[src/rtl/tmr8_pkg.sv]
package tmr8_pkg;
  localparam int ADDR_W = 3;
  localparam int NCH    = 2;

  localparam int A_CFG  = 0;
  localparam int A_SRC  = 1;
  localparam int A_CNT  = 2;
  localparam int A_BUFA = 3;
  localparam int A_FLAG = 5;
  localparam int A_ENA  = 6;

  typedef enum logic [1:0] {
    MD_FREE = 2'd0,
    MD_CTC  = 2'd1,
    MD_FPWM = 2'd2,
    MD_DPWM = 2'd3
  } mode_e;

  typedef enum logic [1:0] {
    ACT_NONE   = 2'd0,
    ACT_TOGGLE = 2'd1,
    ACT_CLEAR  = 2'd2,
    ACT_SET    = 2'd3
  } act_e;
endpackage

[src/rtl/tmr8_tickgen.sv]
module tmr8_tickgen #(
  parameter int PRESC_W = 10
) (
  input  logic       clk,
  input  logic       rst,
  input  logic [2:0] sel,
  input  logic       ext_sel,
  input  logic       ext_tick_i,
  output logic       tick_o
);
  logic [PRESC_W-1:0] presc_q;
  logic [PRESC_W-1:0] mask;
  logic               ext_q;

  always_ff @(posedge clk) begin
    if (rst) begin
      presc_q <= '0;
      ext_q   <= 1'b0;
    end else begin
      presc_q <= presc_q + 1'b1;
      ext_q   <= ext_tick_i;
    end
  end

  always_comb begin
    case (sel)
      3'd2:    mask = PRESC_W'(7);
      3'd3:    mask = PRESC_W'(31);
      3'd4:    mask = PRESC_W'(63);
      3'd5:    mask = PRESC_W'(127);
      3'd6:    mask = PRESC_W'(255);
      3'd7:    mask = PRESC_W'(1023);
      default: mask = '0;
    endcase
  end

  assign tick_o = (sel != 3'd0) &&
                  (ext_sel ? ext_q : ((presc_q & mask) == mask));
endmodule

[src/rtl/tmr8_counter.sv]
module tmr8_counter
  import tmr8_pkg::*;
#(
  parameter int W = 8
) (
  input  logic         clk,
  input  logic         rst,
  input  mode_e        mode,
  input  logic         tick,
  input  logic         ld_en,
  input  logic [W-1:0] ld_val,
  input  logic [W-1:0] top_ctc,
  output logic [W-1:0] cnt_q,
  output logic         dir_down_q,
  output logic         at_top,
  output logic         ovf_evt
);
  localparam logic [W-1:0] MAXV = '1;
  localparam logic [W-1:0] ONE  = W'(1);

  logic [W-1:0] top;

  assign top    = (mode == MD_CTC) ? top_ctc : MAXV;
  assign at_top = tick && (cnt_q == top);

  always_comb begin
    if (mode == MD_DPWM) ovf_evt = tick && dir_down_q && (cnt_q == ONE);
    else                 ovf_evt = tick && (cnt_q == MAXV);
  end

  always_ff @(posedge clk) begin
    if (rst) begin
      cnt_q      <= '0;
      dir_down_q <= 1'b0;
    end else begin
      if (mode != MD_DPWM) dir_down_q <= 1'b0;
      if (ld_en) begin
        cnt_q <= ld_val;
      end else if (tick) begin
        case (mode)
          MD_CTC: cnt_q <= (cnt_q == top) ? '0 : cnt_q + 1'b1;
          MD_DPWM: begin
            if (!dir_down_q) begin
              if (cnt_q == MAXV) begin
                dir_down_q <= 1'b1;
                cnt_q      <= cnt_q - 1'b1;
              end else begin
                cnt_q <= cnt_q + 1'b1;
              end
            end else begin
              if (cnt_q == '0) begin
                dir_down_q <= 1'b0;
                cnt_q      <= ONE;
              end else begin
                cnt_q <= cnt_q - 1'b1;
              end
            end
          end
          default: cnt_q <= cnt_q + 1'b1;
        endcase
      end
    end
  end
endmodule

[src/rtl/tmr8_cmpch.sv]
module tmr8_cmpch
  import tmr8_pkg::*;
#(
  parameter int W = 8
) (
  input  logic         clk,
  input  logic         rst,
  input  mode_e        mode,
  input  act_e         act,
  input  logic         buf_we,
  input  logic [W-1:0] buf_wd,
  input  logic         tick,
  input  logic [W-1:0] cnt,
  input  logic         dir_down,
  input  logic         at_top,
  output logic [W-1:0] buf_q,
  output logic [W-1:0] act_q,
  output logic         match_evt,
  output logic         wave_q
);
  logic pwm_mode;

  assign pwm_mode  = (mode == MD_FPWM) || (mode == MD_DPWM);
  assign match_evt = tick && (cnt == act_q);

  always_ff @(posedge clk) begin
    if (rst) begin
      buf_q <= '0;
      act_q <= '0;
    end else begin
      if (buf_we) buf_q <= buf_wd;
      if (!pwm_mode && buf_we) act_q <= buf_wd;
      else if (pwm_mode && at_top) act_q <= buf_q;
    end
  end

  always_ff @(posedge clk) begin
    if (rst) begin
      wave_q <= 1'b0;
    end else if (act == ACT_TOGGLE) begin
      if (match_evt) wave_q <= ~wave_q;
    end else if (act != ACT_NONE) begin
      case (mode)
        MD_FPWM: begin
          if (at_top)         wave_q <= (act == ACT_CLEAR);
          else if (match_evt) wave_q <= (act == ACT_SET);
        end
        MD_DPWM: begin
          if (match_evt) wave_q <= dir_down ^ (act == ACT_SET);
        end
        default: begin
          if (match_evt) wave_q <= (act == ACT_SET);
        end
      endcase
    end
  end
endmodule

[src/rtl/tmr8_dualcmp.sv]
module tmr8_dualcmp
  import tmr8_pkg::*;
#(
  parameter int W       = 8,
  parameter int PRESC_W = 10
) (
  input  logic              clk,
  input  logic              rst,
  input  logic              wr_en,
  input  logic [ADDR_W-1:0] wr_addr,
  input  logic [W-1:0]      wr_data,
  input  logic [ADDR_W-1:0] rd_addr,
  output logic [W-1:0]      rd_data,
  input  logic              ext_tick_i,
  output logic              cmp_a_o,
  output logic              cmp_b_o,
  output logic              irq_o
);
  localparam int NF = NCH + 1;
  localparam int CW = 2 + 2 * NCH;

  logic [1:0]       mode_q;
  logic [2*NCH-1:0] act_q;
  logic [2:0]       sel_q;
  logic             ext_sel_q;
  logic [NF-1:0]    flags_q;
  logic [NF-1:0]    ena_q;
  logic             irq_q;
  logic [W-1:0]     rd_q;
  logic [W-1:0]     rd_mux;

  mode_e            mode;
  logic             tick;
  logic [W-1:0]     cnt_q;
  logic             dir_down;
  logic             at_top;
  logic             ovf_evt;
  logic [W-1:0]     ch_buf [NCH];
  logic [W-1:0]     ch_act [NCH];
  logic [NCH-1:0]   ch_match;
  logic [NCH-1:0]   ch_wave;
  logic [NF-1:0]    flag_clr;
  logic [NF-1:0]    flag_set;
  logic [W-1:0]     ocr_a_act;
  logic [W-1:0]     ocr_b_act;

  logic wr_cfg, wr_src, wr_cnt, wr_flag, wr_ena;
  assign wr_cfg  = wr_en && (wr_addr == ADDR_W'(A_CFG));
  assign wr_src  = wr_en && (wr_addr == ADDR_W'(A_SRC));
  assign wr_cnt  = wr_en && (wr_addr == ADDR_W'(A_CNT));
  assign wr_flag = wr_en && (wr_addr == ADDR_W'(A_FLAG));
  assign wr_ena  = wr_en && (wr_addr == ADDR_W'(A_ENA));

  assign mode     = mode_e'(mode_q);
  assign flag_clr = wr_flag ? wr_data[NF-1:0] : '0;
  assign flag_set = {ch_match, ovf_evt};

  always_ff @(posedge clk) begin
    if (rst) begin
      mode_q    <= '0;
      act_q     <= '0;
      sel_q     <= '0;
      ext_sel_q <= 1'b0;
      flags_q   <= '0;
      ena_q     <= '0;
      irq_q     <= 1'b0;
      rd_q      <= '0;
    end else begin
      if (wr_cfg) begin
        mode_q <= wr_data[1:0];
        act_q  <= wr_data[CW-1:2];
      end
      if (wr_src) begin
        sel_q     <= wr_data[2:0];
        ext_sel_q <= wr_data[3];
      end
      if (wr_ena) ena_q <= wr_data[NF-1:0];
      flags_q <= (flags_q & ~flag_clr) | flag_set;
      irq_q   <= |(flags_q & ena_q);
      rd_q    <= rd_mux;
    end
  end

  tmr8_tickgen #(.PRESC_W(PRESC_W)) u_tick (
    .clk        (clk),
    .rst        (rst),
    .sel        (sel_q),
    .ext_sel    (ext_sel_q),
    .ext_tick_i (ext_tick_i),
    .tick_o     (tick)
  );

  tmr8_counter #(.W(W)) u_cnt (
    .clk        (clk),
    .rst        (rst),
    .mode       (mode),
    .tick       (tick),
    .ld_en      (wr_cnt),
    .ld_val     (wr_data),
    .top_ctc    (ch_act[0]),
    .cnt_q      (cnt_q),
    .dir_down_q (dir_down),
    .at_top     (at_top),
    .ovf_evt    (ovf_evt)
  );

  for (genvar i = 0; i < NCH; i++) begin : g_ch
    logic buf_we;
    assign buf_we = wr_en && (wr_addr == ADDR_W'(A_BUFA + i));
    tmr8_cmpch #(.W(W)) u_ch (
      .clk       (clk),
      .rst       (rst),
      .mode      (mode),
      .act       (act_e'(act_q[2*i +: 2])),
      .buf_we    (buf_we),
      .buf_wd    (wr_data),
      .tick      (tick),
      .cnt       (cnt_q),
      .dir_down  (dir_down),
      .at_top    (at_top),
      .buf_q     (ch_buf[i]),
      .act_q     (ch_act[i]),
      .match_evt (ch_match[i]),
      .wave_q    (ch_wave[i])
    );
  end

  always_comb begin
    rd_mux = '0;
    case (rd_addr)
      ADDR_W'(A_CFG):      rd_mux[CW-1:0] = {act_q, mode_q};
      ADDR_W'(A_SRC):      rd_mux[3:0]    = {ext_sel_q, sel_q};
      ADDR_W'(A_CNT):      rd_mux         = cnt_q;
      ADDR_W'(A_BUFA):     rd_mux         = ch_buf[0];
      ADDR_W'(A_BUFA + 1): rd_mux         = ch_buf[1];
      ADDR_W'(A_FLAG):     rd_mux[NF-1:0] = flags_q;
      ADDR_W'(A_ENA):      rd_mux[NF-1:0] = ena_q;
      default:             rd_mux         = '0;
    endcase
  end

  assign ocr_a_act = ch_act[0];
  assign ocr_b_act = ch_act[1];
  assign cmp_a_o   = ch_wave[0];
  assign cmp_b_o   = ch_wave[1];
  assign irq_o     = irq_q;
  assign rd_data   = rd_q;
endmodule

[config.mk]
export PLATFORM = sky130hd
export DESIGN_NAME = tmr8_dualcmp
export DESIGN_NICKNAME = d
export VERILOG_FILES = /design/src/rtl/tmr8_pkg.sv /design/src/rtl/tmr8_tickgen.sv /design/src/rtl/tmr8_counter.sv /design/src/rtl/tmr8_cmpch.sv /design/src/rtl/tmr8_dualcmp.sv
export SDC_FILE = /design/constraint.sdc
export NUM_CORES = 1
export LEC_CHECK = 0
export ABC_AREA = 1
export BUFFER_PORTS_ARGS = -buffer_cell sky130_fd_sc_hd__buf_4
export CAP_MARGIN = 20
export CORE_UTILIZATION = 60
export CTS_CLUSTER_DIAMETER = 80
export CTS_CLUSTER_SIZE = 28
export DETAILED_ROUTE_END_ITERATION = 10
export GPL_ROUTABILITY_DRIVEN = 0
export GPL_TIMING_DRIVEN = 1
export PLACE_DENSITY_LB_ADDON = 0.12
export RECOVER_POWER = 25
export SLEW_MARGIN = 25
export SYNTH_ARGS = -nofsm -noshare
export SYNTH_HDL_FRONTEND = slang
export SYNTH_SLANG_ARGS = --single-unit
export TNS_END_PERCENT = 1
[constraint.sdc]
create_clock -name clk -period 2.3 [get_ports clk]
set_input_delay 0.23 -clock clk [delete_from_list [all_inputs] [get_ports clk]]
set_output_delay 0.23 -clock clk [all_outputs]
set_load 0.02 [all_outputs]
### Yosys cells after proc, flatten, opt, wreduce, memory -nomap -nowiden

Cells that the tools add are included.

* flip-flop bits (word level): 79

* muxes and demuxes: 41
* eq/ne operators: 38
* reductions and logical operators: 33
* bitwise gates (word level): 9
* $add $sub $neg: 3

Operators with widths (number)
* $mux W8: 11
* $pmux W10 S6: 1
* $eq A3 B3 Y1 const B: 10
* $eq A8 B8 Y1: 3
* $mux W1: 21
* $pmux W3 S7: 1
* $eq A3 B2 Y1 const B: 6
* $logic_and A1 B1 Y1: 17
* $pmux W8 S2: 1
* $reduce_bool A2 Y1: 7
* $eq A2 B2 Y1 const B: 6
* $add A10 B1 Y10 const B: 1
* $and A10 B10 Y10: 1
* $eq A10 B10 Y1: 1
* $add A8 B1 Y8 const B: 1
* $eq A8 B1 Y1 const B: 1
* $eq A8 B8 Y1 const B: 1
* $logic_not A8 Y1: 1
* $ne A2 B1 Y1 const B: 4
* $pmux W2 S4: 1
* $sub A8 B1 Y8 const B: 1
* $and A3 B3 Y3: 2
* $eq A2 B1 Y1 const B: 3
* $eq A3 B1 Y1 const B: 2
* 15 further kinds: 20

### Longest topological paths before layout

* word-level depth: 12
* depth in mapped cells: 15
* depth with buffers taken out: 15

### By module

A second synthesis with hierarchy kept.

* cell total of the unflattened synthesis: 772
* area, all modules: 4912.2 µm²

Modules (own cells, without submodules)
* tmr8_cmpch: instances 2, sequential area each 340.3 µm², cells each 151, area each 948.4 µm²
* tmr8_dualcmp: instances 1, sequential area each 500.5 µm², cells each 189, area each 1286.2 µm²
* tmr8_counter: instances 1, sequential area each 180.2 µm², cells each 203, area each 1189.9 µm²
* tmr8_tickgen: instances 1, sequential area each 220.2 µm², cells each 78, area each 539.3 µm²

### Worst setup path before layout

OpenSTA, ideal clock, no wires.

* path kind: reg-to-reg
* start point: register mode_q[1], in the netlist mode[1]
* end point: register g_ch[0].u_ch.act_q[0]
* cell stages (with the launch flop): 15
* arrival time: 1.635 ns
* slack: 0.530 ns
* required time: 2.165 ns
* buffers on the path: 1
* period minus slack after synthesis: 1.770 ns
* path through: dfxtp_1 -> inv_4 -> nand2_4 -> inv_2 -> nand2_1 -> nand2_1 -> nor2_1 -> nand2_1 -> nor2_4 -> nand3_4 -> nor2_8 -> nor2_4 -> buf_6 -> nor2_1 -> a211oi_2

* longest elaborated chain between the ends: 6
* elaborated cells between the ends (all ways): 12
* those cells by class: eq/ne (4); mux (2); reduce/logical (6)

RTL lines
* start: declaration: line tmr8_dualcmp.sv:22 `logic [1:0] mode_q;`
* start signal: assignment: line tmr8_dualcmp.sv:70 `mode_q <= wr_data[1:0];`
* $eq A2 B1 Y1: line tmr8_counter.sv:23 `assign top = (mode == MD_CTC) ? top_ctc : MAXV;`
* $mux W8: line tmr8_counter.sv:23
* $eq A8 B8 Y1: line tmr8_counter.sv:24 `assign at_top = tick && (cnt_q == top);`
* $logic_and A1 B1 Y1: line tmr8_counter.sv:24
* $logic_and A1 B1 Y1: line tmr8_cmpch.sv:33 `else if (pwm_mode && at_top) act_q <= buf_q;`
* $reduce_bool A2 Y1 (no source line)
* end signal: assignment: line tmr8_cmpch.sv:32 `if (!pwm_mode && buf_we) act_q <= buf_wd;`
* end signal: assignment: line tmr8_cmpch.sv:33
* end: declaration: line tmr8_cmpch.sv:17 `output logic [W-1:0] act_q,`

Parallel ways exist; a longest one is shown, timed or not.
A chain may end at the register's enable or synchronous reset.

### Worst setup path in the final report

* start point: register u_cnt.cnt_q[0]
* end point: register u_cnt.cnt_q[1]

* longest elaborated chain between the ends: 6
* elaborated cells between the ends (all ways): 12
* those cells by class: add/sub (2); eq/ne (2); mux (7); reduce/logical (1)

RTL lines
* start: declaration: line tmr8_counter.sv:13 `output logic [W-1:0] cnt_q,`
* start signal: assignment: line tmr8_counter.sv:38 `cnt_q <= ld_val;`
* start signal: assignment: line tmr8_counter.sv:41 `MD_CTC: cnt_q <= (cnt_q == top) ? '0 : cnt_q + 1'b1;`
* start signal: assignment: line tmr8_counter.sv:46 `cnt_q <= cnt_q - 1'b1;`
* $add A8 B1 Y8, or another cell as far along: line tmr8_counter.sv:41, tmr8_counter.sv:48, tmr8_counter.sv:59
* $mux W8 (on tied branches): line tmr8_counter.sv:44, tmr8_counter.sv:51
* $mux W8: line tmr8_counter.sv:43 `if (!dir_down_q) begin`
* $pmux W8 S2 *: line tmr8_counter.sv:40 `case (mode)`
* $mux W8 *: line tmr8_counter.sv:39 `end else if (tick) begin`
* $mux W8 *: line tmr8_counter.sv:37 `if (ld_en) begin`

Every way passes the cells marked *; elsewhere a longest branch is shown, timed or not. The select of a mux whose other input is x is not followed.

==> impl_metrics.yaml <==
run_status:
  status: "completed"
sta:
  max_freq_mhz: 472
  fin_tns_setup_ps: 0
  skew_ps: 8.21
  drv_slew: 0
  rsz0062_at_grt: "false"
  period_share: 0.922
  post-route-worst-setup-slack_ps: 179
  worst_slew_pin_slew_ps: 850
  hold_viol: 0
  timing.final.crit_period_ps: 2120
  setup_violations: 0
  max_slew_margin: 0.433
placed_design:
  place_ws_ps: 114
  io_buffers: 28
  dp_hpwl_microns: 8710
yosys:
  ys_types: 41
  synth-main-ff-cell: "dfxtp_1"
  synth_nets: 671
  synth.yosys.warnings: 0
  synth_edf_count: 0
  synth_top_cell_by_area: "dfxtp_1"
  avgSynthCellArea_sq_um: 6.66
  synth_common_cells: "136 x nand2_1, 79 x dfxtp_1, 78 x inv_1, 75 x o21ai_0, 72 x nor2_1"
  syn_area_sq_um: 4310
  synthArstFlopShare: 0
  yosysMostFrequentCell: "nand2_1"
  synthTopCellsByArea: "dfxtp_1 37%, nand2_1 12%, o21ai_0 8.7%"
  synth_top_area_frac: 0.367
  seq_area_frac_synth: 0.367
  synth-seq-cells: 79
  postSynthCellCount: 648
power_and_ir_drop:
  comb_power_share: 0.137
  p_leak_nw: 2.05
  pwr-share-seq: 0.511
  p_int_mw: 1.96
  powerDensity_nw_per_um2: 587
  p_sw_mw: 0.884
  p_clk_frac: 0.352
  swShare: 0.310
  ir_drop_mv: 0.438
hold_path:
  hold_depth: 3
  min_path_type: "in -> reg"
cts:
  cts.sink_count: 79
  clk_path_buf_depth: 2
  cts_setup_buffers: 0
  cts_tree: "yes"
  cts_htree_levels: 3
  numCtsBuffers: 9
  insertion_delay_ps: 370
  hold_buffers: 0
  path_clk_slew_ps: 90
  cts-root-buf: "clkbuf_8"
  cts_resized: 0
layout:
  drive_gt1_frac: 0.115
  seq_area_sq_um: 1580
  multi_input_area_sq_um: 2330
  antenna_cells: 0
  fill_cells: 606
  syn2layout_area_growth_pct: 12.5
  nets: 705
worst_setup_path:
  crit_type: "reg -> reg"
  cp.arrival_ps: 2430
  critPathLaunchType: "register"
  r2r.worst_path.cells: 9
  cp.required_ps: 2610
  worstSetupEndpointType: "register"
  crit_fanout: 7
  reg2reg_setup_slack_ps: 180
global_routing:
  grt_max_degree: 50
  first_global_vias: 3936
  track_usage: 0.328
  antenna_found_initial: 0
  grt_pass1_wl_microns: 18900
  overflow: 0
drt:
  drc: 0
  ant_nets: 0
  vias_per_cell: 5.79
  vias: 4533
  dr.pass1.iters: 5
  drt-wirelength-per-cell_microns: 15.2
  finalWirelength_microns: 11900
  drt-initial-drc-count: 532
floorplanning:
  io_pins: 29
  core-area_sq_um: 6870
  die_w_microns: 86.8
  start_util: 0.628
  die_y_microns: 86.8
  die-area_sq_um: 7530
  rows: 30
run:
  drv_cap: 0
[logic make-up after synthesis]
kind of cell	Yosys count	synth area share
flops	79	0.367
fa+ha+maj	5	0.0145
xor+xnor	13	0.0264
compound gates	183	0.233
simple gates	265	0.267
buf+inv	103	0.0931
[final cells by class]
type,count,area share
clock inverter,7,0.0126
timing repair buffer,40,0.0613
sequential,79,0.326
inverter,86,0.0686
clock buffer,9,0.0255
tap,96,0.0247
multi-input combinational,466,0.481
[state kept, by name (all words and copies together), names as in the netlist, 2 cells and up]
register	count
mode	2
u_tick.presc_q	10
g_ch.u_ch.wave_q	2
g_ch.u_ch.act_q	16
rd_data	8
u_cnt.cnt_q	8
ena_q	3
flags_q	3
g_ch.u_ch.buf_q	16
act_q	4
sel_q	3
[per-layer routing]
metal,track usage,vias up,share of wire
li1,-,2214,-
met1,0.441,2047,0.43
met2,0.504,227,0.45
met3,0.0895,45,0.092
met4,0.117,0,0.032
met5,0,-,0
[worst max-delay path, stage by stage, from the launching register on]
cell	delay, ps
dfxtp_1	510
ha_1	260
nand4_1	130
nor2_1	180
nand3_1	200
a21oi_2	360
o21ai_0	130
a31oi_1	160
nor2_1	60
nor2_1	70
[power by group through the flow]
| stage | Sequential (mW) | Clock, mW | Combinational [mW] |
|---|---|---|---|
| floorplan | 1.47 | 0 | 0.249 |
| global placement | 1.48 | 0 | 0.371 |
| detailed placement | 1.48 | 0 | 0.379 |
| CTS | 1.45 | 1.02 | 0.381 |
| global route | 1.46 | 1.07 | 0.432 |
| finish | 1.45 | 1.00 | 0.391 |
[stage by stage]
step                cell area [sq um]  total power, mW  hold slack (ps)  instances   util
floorplan                        4310             1.72              337        648      -
global placement                 4660             1.85              429        767  0.678
detailed placement               4660             1.86              440        767  0.678
CTS                              4840             2.85             50.6        783  0.705
global route                     4850             2.96             63.0        783  0.707
finish                           4850             2.85             57.6        783  0.707
[final timing paths]
| kind | start | to |
|---|---|---|
| worst max register to register | u_cnt.cnt_q[0] | u_cnt.cnt_q[1] |
| worst min-delay path | ext_tick_i | u_tick.ext_q |
| worst max-delay path | u_cnt.cnt_q[0] | u_cnt.cnt_q[1] |
| worst min register to register | u_tick.presc_q[0] | u_tick.presc_q[0] |
[cell usage in the layout (no fill, tap or decap), drive strengths merged]
| cell type | n |
|---|---|
| nand3 | 24 |
| nand4 | 12 |
| nand3b | 1 |
| ha | 5 |
| o22ai | 14 |
| xnor2 | 4 |
| a221oi | 5 |
| a22oi | 2 |
| inv | 86 |
| clkinvlp | 3 |
| buf | 39 |
| nand2 | 137 |
| a31oi | 6 |
| a2111oi | 1 |
| o2bb2ai | 1 |
| nor4 | 1 |
| o21bai | 4 |
| o31ai | 1 |
| nor3 | 8 |
| xor2 | 9 |
| and2 | 1 |
| clkbuf | 10 |
| nor2 | 78 |
| clkinv | 4 |
| a211oi | 3 |
| dfxtp | 79 |
| or2 | 3 |
| o21ai | 77 |
| o21a | 1 |
| a21oi | 68 |
(Power assumes the default switching activity.)
